**config.mk**
```make
export PLATFORM = sky130hd
export DESIGN_NAME = dram_amux_parity
export DESIGN_NICKNAME = d
export VERILOG_FILES = /design/src/rtl/dramx_pkg.sv /design/src/rtl/dramx_addr_mux.sv /design/src/rtl/dramx_par_gen.sv /design/src/rtl/dramx_par_chk.sv /design/src/rtl/dram_amux_parity.sv
export SDC_FILE = /design/constraint.sdc
export NUM_CORES = 1
export LEC_CHECK = 0
export CELL_PAD_IN_SITES_DETAIL_PLACEMENT = 1
export CELL_PAD_IN_SITES_GLOBAL_PLACEMENT = 2
export CORE_MARGIN = 10
export CORE_UTILIZATION = 10
export DETAILED_ROUTE_END_ITERATION = 6
export PLACE_DENSITY = 0.89
export SYNTH_ARGS = -nofsm -noshare
export SYNTH_HDL_FRONTEND = slang
export SYNTH_SLANG_ARGS = --single-unit
```
**constraint.sdc**
```tcl
create_clock -name clk -period 2.01 [get_ports clk]
set_input_delay 0.603 -clock clk [delete_from_list [all_inputs] [get_ports clk]]
set_output_delay 0.603 -clock clk [all_outputs]
set_load 0.1 [all_outputs]
```
**src/rtl/dramx_pkg.sv**
```systemverilog
package dramx_pkg;

    localparam int BYTE_W     = 8;
    localparam int LANES      = 2;
    localparam int DATA_W     = BYTE_W * LANES;

    localparam int BASE_LINES = 8;   // lines that carry a contiguous window
    localparam int ROW_LSB    = 9;   // first row address bit on line 0
    localparam int COL_LSB    = 1;   // first column address bit on line 0
    localparam int PAIR_ROW0  = 18;  // row bit on the first upper line
    localparam int PAIR_COL0  = 17;  // column bit on the first upper line
    localparam int PAIR_STEP  = 2;   // distance between successive pairs

    typedef enum logic {
        PH_ROW = 1'b0,
        PH_COL = 1'b1
    } phase_e;

    typedef struct packed {
        logic             active;   // parity is in force for this access
        logic [LANES-1:0] lanes;    // lanes taking part
    } par_ctl_t;

    // Bit that makes the byte plus itself hold an odd count of ones.
    function automatic logic odd_fill(input logic [BYTE_W-1:0] b);
        return ~(^b);
    endfunction

    // True when byte plus stored bit hold an even count of ones.
    function automatic logic lane_broken(input logic [BYTE_W-1:0] b,
                                         input logic              p);
        return ~(^{b, p});
    endfunction

endpackage

```
**src/rtl/dramx_addr_mux.sv**
```systemverilog
module dramx_addr_mux
    import dramx_pkg::*;
#(
    parameter int ADDR_W = 24,
    parameter int PAIRS  = 3
) (
    input  logic                          clk,
    input  logic                          rst,
    input  logic                          col_sel,
    input  logic [ADDR_W-1:0]             cpu_addr,
    output logic [BASE_LINES+PAIRS-1:0]   dram_addr
);
    localparam int OUT_W = BASE_LINES + PAIRS;

    phase_e           phase_q;
    logic [OUT_W-1:0] row_bits;
    logic [OUT_W-1:0] col_bits;

    always_ff @(posedge clk) begin
        if (rst) phase_q <= PH_ROW;
        else     phase_q <= col_sel ? PH_COL : PH_ROW;
    end

    genvar gi;
    generate
        for (gi = 0; gi < BASE_LINES; gi++) begin : g_base
            assign row_bits[gi] = cpu_addr[ROW_LSB + gi];
            assign col_bits[gi] = cpu_addr[COL_LSB + gi];
        end
        for (gi = 0; gi < PAIRS; gi++) begin : g_pair
            assign row_bits[BASE_LINES + gi] = cpu_addr[PAIR_ROW0 + PAIR_STEP*gi];
            assign col_bits[BASE_LINES + gi] = cpu_addr[PAIR_COL0 + PAIR_STEP*gi];
        end
    endgenerate

    always_comb begin
        unique case (phase_q)
            PH_COL:  dram_addr = col_bits;
            default: dram_addr = row_bits;
        endcase
    end

endmodule

```
**src/rtl/dramx_par_gen.sv**
```systemverilog
module dramx_par_gen
    import dramx_pkg::*;
(
    input  logic              wr_stb,
    input  par_ctl_t          ctl,
    input  logic [DATA_W-1:0] wr_data,
    output logic [LANES-1:0]  par_out
);
    genvar gl;
    generate
        for (gl = 0; gl < LANES; gl++) begin : g_lane
            logic [BYTE_W-1:0] lane_byte;
            assign lane_byte   = wr_data[DATA_W-1-gl*BYTE_W -: BYTE_W];
            assign par_out[gl] = wr_stb && ctl.active && ctl.lanes[gl]
                                 ? odd_fill(lane_byte) : 1'b0;
        end
    endgenerate

endmodule

```
**src/rtl/dramx_par_chk.sv**
```systemverilog
module dramx_par_chk
    import dramx_pkg::*;
(
    input  logic              clk,
    input  logic              rst,
    input  logic              rd_stb,
    input  par_ctl_t          ctl,
    input  logic [DATA_W-1:0] rd_data,
    input  logic [LANES-1:0]  rd_par,
    output logic              bus_err
);
    logic [LANES-1:0] lane_bad;
    logic             err_d;

    genvar gl;
    generate
        for (gl = 0; gl < LANES; gl++) begin : g_lane
            logic [BYTE_W-1:0] lane_byte;
            assign lane_byte    = rd_data[DATA_W-1-gl*BYTE_W -: BYTE_W];
            assign lane_bad[gl] = lane_broken(lane_byte, rd_par[gl]);
        end
    endgenerate

    assign err_d = rd_stb && ctl.active && |(lane_bad & ctl.lanes);

    always_ff @(posedge clk) begin
        if (rst) bus_err <= 1'b0;
        else     bus_err <= err_d;
    end

    AST_ERR_NEEDS_READ: assert property (@(posedge clk) disable iff (rst)
        bus_err |-> $past(rd_stb));

    AST_ERR_NEEDS_ACTIVE: assert property (@(posedge clk) disable iff (rst)
        bus_err |-> $past(ctl.active));

endmodule

```
**src/rtl/dram_amux_parity.sv**
```systemverilog
module dram_amux_parity
    import dramx_pkg::*;
#(
    parameter int ADDR_W = 24,
    parameter int PAIRS  = 3
) (
    input  logic                        clk,
    input  logic                        rst,
    input  logic [ADDR_W-1:0]           cpu_addr,
    input  logic                        col_sel,
    output logic [BASE_LINES+PAIRS-1:0] dram_addr,
    input  logic                        wr_stb,
    input  logic                        rd_stb,
    input  logic [LANES-1:0]            byte_en,
    input  logic                        par_en,
    input  logic                        ext_master,
    input  logic [DATA_W-1:0]           wr_data,
    output logic [LANES-1:0]            par_out,
    input  logic [DATA_W-1:0]           rd_data,
    input  logic [LANES-1:0]            rd_par,
    output logic                        bus_err
);
    par_ctl_t ctl;

    assign ctl.active = par_en && !ext_master;
    assign ctl.lanes  = byte_en;

    dramx_addr_mux #(
        .ADDR_W (ADDR_W),
        .PAIRS  (PAIRS)
    ) u_amux (
        .clk       (clk),
        .rst       (rst),
        .col_sel   (col_sel),
        .cpu_addr  (cpu_addr),
        .dram_addr (dram_addr)
    );

    dramx_par_gen u_pgen (
        .wr_stb  (wr_stb),
        .ctl     (ctl),
        .wr_data (wr_data),
        .par_out (par_out)
    );

    dramx_par_chk u_pchk (
        .clk     (clk),
        .rst     (rst),
        .rd_stb  (rd_stb),
        .ctl     (ctl),
        .rd_data (rd_data),
        .rd_par  (rd_par),
        .bus_err (bus_err)
    );

    AST_ROW_WINDOW: assert property (@(posedge clk) disable iff (rst)
        (!$past(rst) && !$past(col_sel)) |-> (dram_addr[7:0] == cpu_addr[16:9]));

    AST_COL_WINDOW: assert property (@(posedge clk) disable iff (rst)
        (!$past(rst) && $past(col_sel)) |-> (dram_addr[7:0] == cpu_addr[8:1]));

    AST_WR_UPPER_ODD: assert property (@(posedge clk) disable iff (rst)
        (wr_stb && par_en && !ext_master && byte_en[0])
            |-> (^{wr_data[15:8], par_out[0]}));

    AST_WR_LOWER_ODD: assert property (@(posedge clk) disable iff (rst)
        (wr_stb && par_en && !ext_master && byte_en[1])
            |-> (^{wr_data[7:0], par_out[1]}));

    AST_WR_QUIET: assert property (@(posedge clk) disable iff (rst)
        (!par_en || ext_master) |-> (par_out == '0));

endmodule

```
==> flow_metrics.env <==
export IMPL_cts_sink_count=2
export IMPL_finalNetCount=202
export IMPL_grt_overflow_total=0
export IMPL_grt_pass1_vias=877
export IMPL_initial_core_util=0.105
export IMPL_critical_path_class="in -> out"
export IMPL_io_pins=81
export IMPL_routed_via_density=3.46
export IMPL_antenna_found_initial=0
export IMPL_dieHeight_um=91.3
export IMPL_yosys_warnings=0
export IMPL_whs_path_depth=4
export IMPL_grt_setup_unrepaired="yes"
export IMPL_cts_root_buf="clkbuf_8"
export IMPL_final_fill_count=555
export IMPL_synthDistinctLibCells=15
export IMPL_fin_crit_sh=1.07
export IMPL_1st_iter_drt_viols=14
export IMPL_post_layout_total_power_mw=0.775
export IMPL_hold_buffers=0
export IMPL_syn_area_per_cell_um2=10.2
export IMPL_fin_crit_ps=2150
export IMPL_syn_cell_area_um2=508
export IMPL_pre_cts_ws_ps=-618
export IMPL_status="finished with violations"
export IMPL_synth_sequential_area_ratio=0.0788
export IMPL_seqCellArea_um2=41.3
export IMPL_num_vias=691
export IMPL_drtPass1Iterations=2
export IMPL_syn_to_final_growth_pct=251
export IMPL_cts_repair_timing_setup_buffer_count=0
export IMPL_maximum_capacitance_violations=0
export IMPL_hold_path_startpoint="ext_master"
export IMPL_holdCritPathClass="in -> reg"
export IMPL_peakVddDrop_mv=0.152
export IMPL_placementRows=25
export IMPL_slew_violations=0
export IMPL_layout_cell_area_non_filler_mm2=0.00179
export IMPL_final_hold_violation_count=0
export IMPL_post_synthesis_net_count=117
export IMPL_timing_final_setup_violations=2
export IMPL_fmax_mhz=465
export IMPL_ant_nets=0
export IMPL_gpl_final_weighted_congestion=0.752
export IMPL_final_layout_size_suffix_gt1_frac=0.474
export IMPL_first_pass_grt_wire_length_mm=5.12
export IMPL_hold_path_endpoint="u_pchk.bus_err$_SDFF_PP0_"
export IMPL_area_of_the_multi_input_gates_um2=692
export IMPL_setup_worst_path_end_class="output pin"
export IMPL_violations="negative setup slack"
export IMPL_dp_hpwl_mm=2.95
export IMPL_num_antenna_cells=0
export IMPL_fp_coreArea_mm2=0.00482
export IMPL_cts_tree="done"
export IMPL_remaining_design_rule_violation_count=0
export IMPL_routed_wirelength_mm=3.33
export IMPL_cts_max_level=1
export IMPL_slew_limit_headroom=0.750
export IMPL_largest_net_degree_at_the_start_of_global_routing=12
export IMPL_fp_dieArea_mm2=0.00833
export IMPL_portBuffers=78
export IMPL_placedInstanceArea_mm2=0.00165
export IMPL_syn_inst=50
export IMPL_critPathRequiredTime_ps=1410
export IMPL_timing_critical_path_from_type="primary input"
export IMPL_power_density_mw_per_mm2=434
export IMPL_floorplan_die_width_um=91.3
export IMPL_gr_usage_all_layers=0.0792
export IMPL_wl_per_cell_um=16.6
export IMPL_worst_setup_margin_ps=-138
export IMPL_clock_buffers_created_by_tritoncts=3
export IMPL_path_clk_slew_ps=30
export IMPL_cts_root_to_sink_buffers=2
export IMPL_max_slew_worst_pin_slew_ps=375
export IMPL_postSynthRegisterBits=2
export IMPL_static_leakage_power_nw=0.835
export IMPL_worst_endpoint_arrival_ps=1550
export IMPL_critical_path_max_fanout=1
-- cells by family after synthesis --
family	after synthesis	share of synthesized area
xor+xnor	25	0.512
mux	12	0.264
simple gates	9	0.121
flops	2	0.0788
compound gates	1	0.0172
buf+inv	1	0.00738
-- critical path: stages --
cell and delay, ps:
buf_8 100, xnor2_4 130, xnor2_2 140, xnor2_1 180, and3_4 220, buf_12 170
-- power breakdown --
group          switching, mW  internal, mW  total, mW
Clock                 0.0318         0.127      0.158
Combinational          0.261         0.307      0.568
Sequential           0.00656        0.0421     0.0486
Total                  0.299         0.476      0.775
-- cells in the final DEF (no fill, tap or decap), types with 2 or more instances in the layout --
cell type	n
xnor3_1	3
mux2_4	11
xnor2_4	7
xnor2_1	6
buf_2	3
xnor2_2	6
dlygate4sd2_1	25
xor2_1	3
and3_4	2
buf_6	10
dlymetal6s2s_1	4
clkbuf_8	3
clkdlybuf4s50_1	19
buf_8	2
buf_4	4
buf_12	14
-- repair_timing --
| item | CTS | global route |
|---|---|---|
| pin swaps | 18 | 10 |
| endpoints found under the setup margin | 14 | 3 |
| resized for setup | 127 | 6 |
-- per-layer routing --
layer	wire [µm]	up-vias	global-route usage
met4	24	0	0.0196
met1	1050	318	0.0671
met3	195	4	0.0288
met2	2060	29	0.166
met5	0	-	0
li1	-	340	-
-- synthesized netlist by cell type, drive strengths merged --
cell / number / share of area
xnor3: 3 / 0.13
nand2b: 1 / 0.012
clkbuf: 1 / 0.0074
xnor2: 19 / 0.33
xor2: 3 / 0.052
dfxtp: 2 / 0.079
nor4bb: 1 / 0.020
mux2: 11 / 0.24
o31a: 1 / 0.017
nor3b: 1 / 0.015
nor2b: 1 / 0.012
nand2: 1 / 0.0074
and3: 3 / 0.037
mux2i: 1 / 0.020
and3b: 1 / 0.017
-- area by class of cell --
cell class | count | area share
Clock buffer | 3 | 0.0231
Multi-Input combinational cell | 47 | 0.388
Sequential cell | 2 | 0.0231
Tap cell | 67 | 0.0470
Timing Repair Buffer | 81 | 0.519
-- flip-flops by register name, indices dropped and copies added, names as in the netlist --
| signal | count |
|---|---|
| u_amux.phase_q | 1 |
| u_pchk.bus_err | 1 |
-- worst max-delay path by stage --
stage / cells after the start / to / from
floorplan: 4 / par_out[0] / wr_data[13]
global placement: 6 / par_out[0] / wr_data[13]
detailed placement: 6 / par_out[0] / wr_data[13]
CTS: 6 / par_out[0] / wr_data[14]
global route: 6 / par_out[0] / wr_data[14]
finish: 6 / par_out[0] / wr_data[14]
-- stage by stage --
| stage | hold WS, ps | utilization | std cells | TNS (ps) |
|---|---|---|---|---|
| floorplan | 675 | - | 50 | -6.60 |
| global placement | 1070 | 0.342 | 197 | -1940 |
| detailed placement | 1080 | 0.342 | 197 | -2210 |
| CTS | 906 | 0.366 | 200 | -286 |
| global route | 942 | 0.371 | 200 | -351 |
| finish | 916 | 0.371 | 200 | -272 |
No activity file was read; power rests on OpenSTA's default activity.
